--- src/rtl/lu_pkg.sv ---
package lu_pkg;

  typedef enum logic [1:0] {
    SEL_RX   = 2'd0,
    SEL_TX   = 2'd1,
    SEL_STAT = 2'd2,
    SEL_CTRL = 2'd3
  } lu_sel_e;

  // strobes from the control side to the datapath
  typedef struct packed {
    logic txPush;
    logic rxPop;
    logic txClr;
    logic rxClr;
  } lu_strobe_t;

  // state and events from the datapath to the control side
  typedef struct packed {
    logic [7:0] rxHead;
    logic       rxValid;
    logic       rxFull;
    logic       txEmpty;
    logic       txFull;
    logic       ovrEv;
    logic       frmEv;
    logic       rxFirst;
    logic       txDrain;
  } lu_event_t;

endpackage

--- src/rtl/lu_fifo.sv ---
module lu_fifo #(
  parameter int W     = 8,
  parameter int DEPTH = 16
) (
  input  logic         clk,
  input  logic         rst_n,
  input  logic         clr,
  input  logic         push,
  input  logic [W-1:0] din,
  input  logic         pop,
  output logic [W-1:0] dout,
  output logic         empty,
  output logic         full
);
  localparam int AW = $clog2(DEPTH);

  logic [W-1:0] mem [DEPTH];
  logic [AW-1:0] wrPtr, rdPtr;
  logic [AW:0]   count;

  logic doPush, doPop;
  assign doPush = push && !full;
  assign doPop  = pop && !empty;

  assign empty = (count == '0);
  assign full  = (count == (AW+1)'(DEPTH));
  assign dout  = mem[rdPtr];

  always_ff @(posedge clk) begin
    if (doPush) mem[wrPtr] <= din;
  end

  always_ff @(posedge clk) begin
    if (!rst_n || clr) begin
      wrPtr <= '0;
      rdPtr <= '0;
      count <= '0;
    end else begin
      if (doPush) wrPtr <= wrPtr + 1'b1;
      if (doPop)  rdPtr <= rdPtr + 1'b1;
      case ({doPush, doPop})
        2'b10:   count <= count + 1'b1;
        2'b01:   count <= count - 1'b1;
        default: count <= count;
      endcase
    end
  end
endmodule

--- src/rtl/lu_datapath.sv ---
module lu_datapath
  import lu_pkg::*;
#(
  parameter int DEPTH   = 16,
  parameter int OVS_DIV = 2
) (
  input  logic       clk,
  input  logic       rst_n,
  input  lu_strobe_t stb,
  input  logic [7:0] txByte,
  input  logic       rxd,
  output lu_event_t  evt,
  output logic       txd
);
  localparam int DIV_W = $clog2(OVS_DIV + 1);

  typedef enum logic [2:0] {RX_IDLE, RX_START, RX_DATA, RX_STOP, RX_WAITHI} rx_state_e;

  // oversample tick
  logic [DIV_W-1:0] divCnt;
  logic tick;
  assign tick = (divCnt == DIV_W'(OVS_DIV - 1));
  always_ff @(posedge clk) begin
    if (!rst_n || tick) divCnt <= '0;
    else                divCnt <= divCnt + 1'b1;
  end

  // queues
  logic [7:0] txHead, rxHead;
  logic txEmpty, txFull, rxEmpty, rxFull, txPop, rxDone;
  logic [7:0] rxShift;

  lu_fifo #(.W(8), .DEPTH(DEPTH)) u_txq (
    .clk(clk), .rst_n(rst_n), .clr(stb.txClr), .push(stb.txPush), .din(txByte),
    .pop(txPop), .dout(txHead), .empty(txEmpty), .full(txFull));

  lu_fifo #(.W(8), .DEPTH(DEPTH)) u_rxq (
    .clk(clk), .rst_n(rst_n), .clr(stb.rxClr), .push(rxDone), .din(rxShift),
    .pop(stb.rxPop), .dout(rxHead), .empty(rxEmpty), .full(rxFull));

  // transmit serializer
  logic       txBusy;
  logic [3:0] txTickCnt, txBitIdx;
  logic [9:0] txShift;
  assign txPop = !txBusy && !txEmpty;
  assign txd   = txBusy ? txShift[0] : 1'b1;

  always_ff @(posedge clk) begin
    if (!rst_n) begin
      txBusy <= 1'b0; txTickCnt <= '0; txBitIdx <= '0; txShift <= '1;
    end else if (txPop) begin
      txBusy <= 1'b1; txTickCnt <= '0; txBitIdx <= '0;
      txShift <= {1'b1, txHead, 1'b0};
    end else if (txBusy && tick) begin
      txTickCnt <= txTickCnt + 1'b1;
      if (txTickCnt == 4'd15) begin
        txShift  <= {1'b1, txShift[9:1]};
        txBitIdx <= txBitIdx + 1'b1;
        if (txBitIdx == 4'd9) txBusy <= 1'b0;
      end
    end
  end

  // receive deserializer
  logic rxS1, rxS2, frmEv, ovrEv;
  rx_state_e  rxState;
  logic [3:0] rxTickCnt;
  logic [2:0] rxBitCnt;

  always_ff @(posedge clk) begin
    if (!rst_n) begin
      rxS1 <= 1'b1; rxS2 <= 1'b1;
      rxState <= RX_IDLE; rxTickCnt <= '0; rxBitCnt <= '0; rxShift <= '0;
      rxDone <= 1'b0; frmEv <= 1'b0; ovrEv <= 1'b0;
    end else begin
      rxS1   <= rxd;
      rxS2   <= rxS1;
      rxDone <= 1'b0;
      frmEv  <= 1'b0;
      ovrEv  <= rxDone && rxFull;
      case (rxState)
        RX_IDLE: if (!rxS2) begin rxState <= RX_START; rxTickCnt <= '0; end
        RX_START: if (tick) begin
          if (rxTickCnt == 4'd7) begin
            rxTickCnt <= '0; rxBitCnt <= '0;
            rxState <= rxS2 ? RX_IDLE : RX_DATA;
          end else rxTickCnt <= rxTickCnt + 1'b1;
        end
        RX_DATA: if (tick) begin
          rxTickCnt <= rxTickCnt + 1'b1;
          if (rxTickCnt == 4'd15) begin
            rxShift  <= {rxS2, rxShift[7:1]};
            rxBitCnt <= rxBitCnt + 1'b1;
            if (rxBitCnt == 3'd7) rxState <= RX_STOP;
          end
        end
        RX_STOP: if (tick) begin
          rxTickCnt <= rxTickCnt + 1'b1;
          if (rxTickCnt == 4'd15) begin
            if (rxS2) begin rxDone <= 1'b1; rxState <= RX_IDLE; end
            else      begin frmEv  <= 1'b1; rxState <= RX_WAITHI; end
          end
        end
        default: if (rxS2) rxState <= RX_IDLE;
      endcase
    end
  end

  // edge events on queue occupancy
  logic txEmptyQ, txClrQ, rxEmptyQ;
  always_ff @(posedge clk) begin
    if (!rst_n) begin
      txEmptyQ <= 1'b1; txClrQ <= 1'b0; rxEmptyQ <= 1'b1;
    end else begin
      txEmptyQ <= txEmpty; txClrQ <= stb.txClr; rxEmptyQ <= rxEmpty;
    end
  end

  assign evt.rxHead  = rxHead;
  assign evt.rxValid = !rxEmpty;
  assign evt.rxFull  = rxFull;
  assign evt.txEmpty = txEmpty;
  assign evt.txFull  = txFull;
  assign evt.ovrEv   = ovrEv;
  assign evt.frmEv   = frmEv;
  assign evt.rxFirst = rxEmptyQ && !rxEmpty;
  assign evt.txDrain = !txEmptyQ && txEmpty && !txClrQ;
endmodule

--- src/rtl/lu_ctrl.sv ---
module lu_ctrl
  import lu_pkg::*;
(
  input  logic        clk,
  input  logic        rst_n,
  input  logic [1:0]  busSel,
  input  logic        busWr,
  input  logic        busRd,
  input  logic [7:0]  busWdata,
  input  lu_event_t   evt,
  output lu_strobe_t  stb,
  output logic [31:0] busRdata,
  output logic        irq
);
  logic ie, ovrSticky, frmSticky, errClr, ctrlWr;
  logic [7:0] status;

  assign ctrlWr     = busWr && (busSel == SEL_CTRL);
  assign errClr     = busRd && (busSel == SEL_STAT);
  assign stb.txPush = busWr && (busSel == SEL_TX);
  assign stb.rxPop  = busRd && (busSel == SEL_RX);
  assign stb.txClr  = ctrlWr && busWdata[0];
  assign stb.rxClr  = ctrlWr && busWdata[1];

  assign status = {1'b0, frmSticky, ovrSticky, ie,
                   evt.txFull, evt.txEmpty, evt.rxFull, evt.rxValid};

  always_comb begin
    busRdata = '0;
    if (busRd) begin
      case (busSel)
        SEL_RX:   if (evt.rxValid) busRdata[7:0] = evt.rxHead;
        SEL_STAT: busRdata[7:0] = status;
        default:  busRdata = '0;
      endcase
    end
  end

  always_ff @(posedge clk) begin
    if (!rst_n) begin
      ie <= 1'b0; ovrSticky <= 1'b0; frmSticky <= 1'b0; irq <= 1'b0;
    end else begin
      if (ctrlWr) ie <= busWdata[4];
      ovrSticky <= evt.ovrEv || (ovrSticky && !errClr);
      frmSticky <= evt.frmEv || (frmSticky && !errClr);
      irq <= ie && (evt.rxFirst || evt.txDrain);
    end
  end
endmodule

--- src/rtl/lu_uart.sv ---
module lu_uart
  import lu_pkg::*;
#(
  parameter int DEPTH   = 16,
  parameter int OVS_DIV = 2
) (
  input  logic        clk,
  input  logic        rst_n,
  input  logic [1:0]  busSel,
  input  logic        busWr,
  input  logic        busRd,
  input  logic [7:0]  busWdata,
  output logic [31:0] busRdata,
  input  logic        rxd,
  output logic        txd,
  output logic        irq
);
  lu_strobe_t stb;
  lu_event_t  evt;

  lu_ctrl u_ctrl (
    .clk(clk), .rst_n(rst_n), .busSel(busSel), .busWr(busWr), .busRd(busRd),
    .busWdata(busWdata), .evt(evt), .stb(stb), .busRdata(busRdata), .irq(irq));

  lu_datapath #(.DEPTH(DEPTH), .OVS_DIV(OVS_DIV)) u_dp (
    .clk(clk), .rst_n(rst_n), .stb(stb), .txByte(busWdata), .rxd(rxd),
    .evt(evt), .txd(txd));
endmodule

--- config.mk ---
export PLATFORM = sky130hd
export DESIGN_NAME = lu_uart
export DESIGN_NICKNAME = d
export VERILOG_FILES = /design/src/rtl/lu_pkg.sv /design/src/rtl/lu_fifo.sv /design/src/rtl/lu_datapath.sv /design/src/rtl/lu_ctrl.sv /design/src/rtl/lu_uart.sv
export SDC_FILE = /design/constraint.sdc
export NUM_CORES = 1
export LEC_CHECK = 0
export ABC_AREA = 0
export ABC_CLOCK_PERIOD_IN_PS = 3400
export BUFFER_PORTS_ARGS = -buffer_cell sky130_fd_sc_hd__buf_4
export CELL_PAD_IN_SITES_DETAIL_PLACEMENT = 1
export CELL_PAD_IN_SITES_GLOBAL_PLACEMENT = 1
export CORE_MARGIN = 1
export CORE_UTILIZATION = 35
export CTS_CLUSTER_DIAMETER = 80
export DETAILED_ROUTE_END_ITERATION = 16
export PLACE_DENSITY = 0.69
export SETUP_SLACK_MARGIN = 0.1
export SYNTH_ARGS = -nofsm -noshare
export SYNTH_HDL_FRONTEND = slang
export SYNTH_HIERARCHICAL = 1
export SYNTH_SLANG_ARGS = --single-unit
--- constraint.sdc ---
create_clock -name clk -period 3.4 [get_ports clk]
set_input_delay 0.17 -clock clk [delete_from_list [all_inputs] [get_ports clk]]
set_output_delay 0.17 -clock clk [all_outputs]
set_load 0.1 [all_outputs]
# Word level (Yosys, flattened, before mapping)

Memory sizes are Yosys's and may differ from the RTL's. A register that Yosys moved wholly into a read port is not among the register bits.
Index checks and enable logic that the tools add are counted.

Memories kept: 2
Register bits: 76
Output and inout port bits: 34
Memory bits (writable): 256
Logic and storage cells: 171
Bits of input ports: 15

Muxes and demuxes: 45
Bitwise gates (word level): 1
Reductions and logical operators: 56
$add $sub $neg: 13
Equality and inequality tests: 27

Memory list:

| memory         | words | bits a word | read ports | clocked after memory_dff | write ports | line          | source |
|---|---|---|---|---|---|---|---|
| u_dp.u_rxq.mem | 16    | 8           | 1          | 1                        | 1           | lu_fifo.sv:17 | `logic [W-1:0] mem [DEPTH];` |
| u_dp.u_txq.mem | 16    | 8           | 1          | 1                        | 1           | lu_fifo.sv:17 |  |

Operator list:

| operator                                               | count |
|---|---|
| two-way mux 3 bit                                      | 14 |
| two-way mux 4 bit                                      | 8 |
| adder 4 x 1 -> 4 bit (second input constant)           | 7 |
| two-way mux 9 bit                                      | 3 |
| case mux 5 bit (2 select lines)                        | 2 |
| logical AND 1 bit                                      | 19 |
| two-way mux 8 bit                                      | 2 |
| inequality test 2 x 1 -> 1 bit (second input constant) | 8 |
| case mux 8 bit (2 select lines)                        | 1 |
| equality test 4 bit (second input constant)            | 3 |
| case mux 3 bit (4 select lines)                        | 1 |
| case mux 4 bit (3 select lines)                        | 1 |
| nonzero test 2 bit                                     | 6 |
| two-way mux 1 bit                                      | 11 |
| adder 5 x 1 -> 5 bit (second input constant)           | 2 |
| equality test 5 bit (second input constant)            | 2 |
| logical NOT 5 bit                                      | 2 |
| subtractor 5 x 1 -> 5 bit (second input constant)      | 2 |
| logical NOT 1 bit                                      | 9 |
| AND reduction 9 bit                                    | 1 |
| equality test 2 x 1 -> 1 bit (second input constant)   | 4 |
| equality test 2 bit (second input constant)            | 4 |
| AND reduction 4 bit                                    | 2 |
| equality test 3 x 2 -> 1 bit (second input constant)   | 2 |
| 18 further kinds                                       | 26 |

# Logic depth before layout (Yosys ltp)

Depth after elaboration: 6
Mapped depth: 16
Gate-level depth less buffers: 13

# Cells and area by module

The synthesis kept the hierarchy.

By module, submodules not included:

| module                | times used | cells an instance | seq. area each (um^2) | area an instance (um^2) |
|---|---|---|---|---|
| lu_fifo at u_dp.u_txq | 1          | 301               | 4184.0                | 5921.9 |
| lu_fifo at u_dp.u_rxq | 1          | 325               | 4184.0                | 5826.8 |
| lu_datapath           | 1          | 256               | 920.9                 | 2232.1 |
| lu_ctrl               | 1          | 74                | 80.1                  | 535.5 |

# Least setup slack after synthesis

Ideal clock, no wire load.

Path type: register -> register
From: register u_dp.u_txq.count[1]
To: register u_dp.u_txq.count[4]
Path buffers: 3
Slack: 307 ps
Library setup time: 126 ps
Clock period less this slack: 3093 ps
Arrival: 2967 ps
Stages on the path, launching flop included: 17
Required time: 3274 ps
Cells stage by stage: dfxtp_1 > buf_6 > or4_4 > nor2_1 > or2_1 > inv_2 > buf_6 > o21a_4 > ha_1 > clkbuf_1 > xor2_1 > ha_1 > inv_1 > nand3_1 > a311oi_1 > o21ai_0 > nor3b_1

Cells in the longest elaborated chain, start to end: 6
Elaborated cells on any way between the ends: 13
Classes of those cells: add/sub (2); eq/ne (3); mux (1); reduce/logical (7)

RTL lines:

| item                                                                         | line              | source |
|---|---|---|
| start, declared                                                              | lu_fifo.sv:19     | `logic [AW:0] count;` |
| start signal, assigned                                                       | lu_fifo.sv:42     | `2'b10: count <= count + 1'b1;` |
| start signal, assigned                                                       | lu_fifo.sv:43     | `2'b01: count <= count - 1'b1;` |
| start signal, assigned                                                       | lu_fifo.sv:44     | `default: count <= count;` |
| logical NOT 5 bit *                                                          | lu_fifo.sv:25     | `assign empty = (count == '0);` |
| named net u_dp.txEmpty                                                       | lu_datapath.sv:30 | `logic txEmpty, txFull, rxEmpty, rxFull, txPop, rxDone;` |
| logical NOT 1 bit *                                                          | lu_datapath.sv:45 | `assign txPop = !txBusy && !txEmpty;` |
| logical AND 1 bit *                                                          | lu_datapath.sv:45 |  |
| named net u_dp.txPop                                                         | lu_datapath.sv:30 |  |
| logical AND 1 bit *                                                          | lu_fifo.sv:23     | `assign doPop = pop && !empty;` |
| named net u_dp.u_txq.doPop                                                   | lu_fifo.sv:21     | `logic doPush, doPop;` |
| equality test 2 x 1 -> 1 bit / equality test 2 bit (equally long branches)   | lu_fifo.sv:41     | `case ({doPush, doPop})` |
| case mux 5 bit (2 select lines) / nonzero test 2 bit (equally long branches) | n/a               |  |

The timed path passes the listed nets; every way through them passes the cells marked *.
A chain may end at the register's enable or synchronous reset.

==> impl_results.md <==
* Vias in the first global route at 8427
* Largest stage delay, worst path at 0.57 ns
* Worst-margin pin slew at 0.989 ns
* Startpoint Class: flop
* Max-cap viol count at 0
* Hold Crit Depth at 3
* Largest net degree at the start of global routing at 41
* Clk sinks at 340
* Share of cells above drive strength 1 at 16.8%
* R2R Setup Slk at 0.36 ns
* Min-Delay Path Class: input port to flop
* Core area at 0.0408 sq mm
* DRT iter0 DRCs at 390
* Met2 wire length at 16.3 mm
* Syn avg cell area at 15.2 sq um
* Top layer in use: met4
* Final worst setup slack at 0.365 ns
* Layout Nets at 1024
* Critical Path RT at 3.79 ns
* Clock buffer depth at 3
* Number of flops mapped to enable cells by yosys at 256
* CP Max Fanout at 9
* DRT Pass-1 Iters at 5
* Met1 WL at 13.3 mm
* Wire length per cell at 20.3 um
* Period Utilization, post-route at 89.3%
* Reg2reg path depth at 13
* TritonCTS buffer count at 38
* I/O pin total at 49
* Vias at 8010
* Final slew viol count at 0
* Final Util at 40.1%
* HPWL Detailed at 20.6 mm
* Routed vias/inst at 5.18
* Synthesized area at 0.0145 sq mm
* Placer Congestion at 0.748
* Tmin final at 3.04 ns
* H-tree levels at 2
* Seq cells post-synth at 340
* Post-synthesis sequential area ratio at 64.5%
* Ordered cell list for the critical path: or4_4, nor2_1, or2_1, inv_2, o21a_4, ha_1, xor2_1, ha_1, inv_1, a31oi_1, a311oi_2, o21ai_0, nor3b_1
* Endpoint class of the critical path: flop
* Initial Util at 35.6%
* RSZ-0062 raised after global routing: false
* Place WS at 0.333 ns
* Max Freq at 329 MHz
* Logic pwr share at 3.7%
* Sw frac at 21.5%
* YS warnings at 6
* Initial antenna violation count at 0
* DP Area at 0.0151 sq mm
* Clock power share at 45.5%
* Overall Global Routing Usage at 15.1%
* GRT overflow at 0
* CP startpoint: u_dp/u_txq/count[0]
* RR Endpoint: u_dp/u_txq/count[4]
* Outcome: complete, no violations
* Leak at 5.42 nW
* Post-synthesis cell count at 956
* Crit path max-delay family: simple AND/OR/NAND/NOR gates
* Total setup buffers inserted after CTS at 0
* Die Area at 0.0423 sq mm
* Die Y-Extent at 206 um
* RR Startpoint: u_dp/u_txq/count[0]
* Placed cells at 1470
* PwrDens at 536 mW/mm^2
* Routed WL at 31.4 mm
* Slew HR at 33.8%
* Internal power at 6.89 mW
* Buf/Inv on CP at 2
* Cell variety after synth at 79
* # fillers at 4097
* Commonest non-fill, non-tap cell in the layout: edfxtp_1
* Setup TNS at 0 ns
* CTS tree: yes
* Slowest stage cell, crit path: or4_4
* Reg clk slew, reported paths at 0.06 ns
* Metal3 WL at 1.22 mm
* Row cnt at 74
* WS Path Type: flop to flop
* Finished Cell Area at 0.0164 sq mm
* Die width at 206 um
* Area grow syn2layout at 12.8%
* Hold_sp: busSel[0]
* P_sw at 1.89 mW
* FFs w/ async S/R, synth at 0%
* Final Total Pwr at 8.78 mW
* DRC viols at 0
* Critical Path AT at 3.42 ns
* Hold Path End: u_ctrl/ovrSticky
* Most frequent cells in the layout: edfxtp_1 (256), dfxtp_1 (82), nor2_1 (72)
* WHS at 0.0171 ns
* Clock insertion delay at the later pin of the skew report at 0.53 ns
* I/O Buffers at 24
* # diodes at 0
* Non-Filler Instances at 1546
* Top cell by count, worst path: ha_1
* Detail Route Antenna Nets at 0
* Skew final at 0.0175 ns
* Clk root buf: clkbuf_16
* Sequential Power Share at 50.9%
* Final setup violation count at 0
* First-pass GRT wire length at 48.7 mm
* Synth Flop Type: edfxtp_1
* Max VDD drop at 0.564 mV
* Fin. Hold Viols at 0
[per-layer routing]
metal	track usage, %	vias to the layer above
met5	0	-
met4	4.13	0
met3	2.41	43
met2	26.7	130
met1	19.1	4144
li1	-	3693
[layout make-up]
class	count	area (sq um)	area share, %
multi-input combinational	528	4590	28.1
clock buffer	46	1010	6.18
timing repair buffer	53	433	2.64
tap	532	666	4.07
sequential	340	9370	57.2
inverter	26	97.6	0.596
clock inverter	21	200	1.22
[cells in the mapped netlist, drive strengths merged, types with 3 or more instances]
| library cell | number | area, sq um |
|---|---|---|
| a22oi | 16 | 120 |
| and2 | 6 | 37.5 |
| nor3 | 31 | 160 |
| a221oi | 3 | 32.5 |
| a211oi | 9 | 67.6 |
| o21ai | 20 | 115 |
| nor2 | 72 | 270 |
| clkbuf | 19 | 72.6 |
| inv | 26 | 97.6 |
| xor2 | 13 | 114 |
| o21a | 5 | 52.6 |
| o22ai | 4 | 25.0 |
| edfxtp | 256 | 7690 |
| nand3b | 10 | 75.1 |
| nor2b | 8 | 52.6 |
| buf | 66 | 475 |
| nor4 | 8 | 65.1 |
| or3 | 5 | 36.3 |
| a21oi | 25 | 125 |
| or4 | 4 | 37.5 |
| and3b | 4 | 36.3 |
| nand2 | 51 | 191 |
| nor3b | 7 | 52.6 |
| nand2b | 21 | 139 |
| mux2i | 9 | 90.1 |
| xnor2 | 6 | 52.6 |
| a31oi | 3 | 18.8 |
| and3 | 6 | 37.5 |
| nand4 | 6 | 37.5 |
| o211ai | 8 | 70.1 |
| mux4 | 72 | 1730 |
| nand3 | 19 | 105 |
| dfxtp | 84 | 1680 |
| ha | 22 | 275 |
[flip-flops by register name, indices dropped and copies added (netlist names), 2 cells and up, named ones only]
signal	count
u_dp/rxState	3
u_dp/txBitIdx	4
u_dp/txTickCnt	4
u_dp/rxTickCnt	4
u_dp/u_txq/wrPtr	4
u_dp/divCnt	2
u_dp/u_txq/mem	128
u_dp/rxBitCnt	3
u_dp/txShift	9
u_dp/u_txq/rdPtr	4
u_dp/rxShift	8
u_dp/u_rxq/wrPtr	4
u_dp/u_txq/count	5
u_dp/u_rxq/rdPtr	4
u_dp/u_rxq/mem	128
u_dp/u_rxq/count	5
[worst reg2reg max path, stage by stage (launching register included)]
cell and delay, ns:
dfxtp_1 0.40, or4_4 0.57, nor2_1 0.12, or2_1 0.15, inv_2 0.05, o21a_4 0.13, ha_1 0.29, xor2_1 0.18
ha_1 0.23, inv_1 0.11, a31oi_1 0.11, a311oi_2 0.29, o21ai_0 0.12, nor3b_1 0.15
[cell families after synthesis]
kind of cell	count (synthesis)	share of synthesized area, %
adders and majority gates	22	1.90
muxes	82	12.6
buffers and inverters	111	4.45
and+or+nand+nor	265	9.63
DFF	340	64.5
AOI/OAI and AO/OA	116	5.72
xor gates and xnor gates	19	1.15
other	1	0.0258
[power by group through the flow]
stage	Clock, mW	Sequential (mW)	Combinational, mW
6_report	3.99	4.47	0.323
5_1_grt	4.24	4.47	0.345
4_1_cts	4.09	4.47	0.326
3_5_place_dp	0	4.55	0.316
3_3_place_gp	0	4.55	0.309
2_1_floorplan	0	4.55	0.266
[worst max-delay path by stage]
stage                          end  slack, ns  depth (start not counted)
2_1_floorplan  u_dp/u_txq/count[4]       0.31                         16
3_3_place_gp   u_dp/u_txq/count[4]       0.40                         13
3_5_place_dp   u_dp/u_txq/count[4]       0.33                         13
4_1_cts        u_dp/u_txq/count[4]       0.32                         13
5_1_grt        u_dp/u_txq/count[4]       0.16                         13
6_report       u_dp/u_txq/count[4]       0.36                         13
[repair_timing]
item                                    4_1_cts  5_1_grt
hold endpoints to repair                    130        0
hold buffers                                  9        0
endpoints found under the setup margin        0        1
resized for setup                             0        1
No activity file was read; power rests on OpenSTA's default activity.
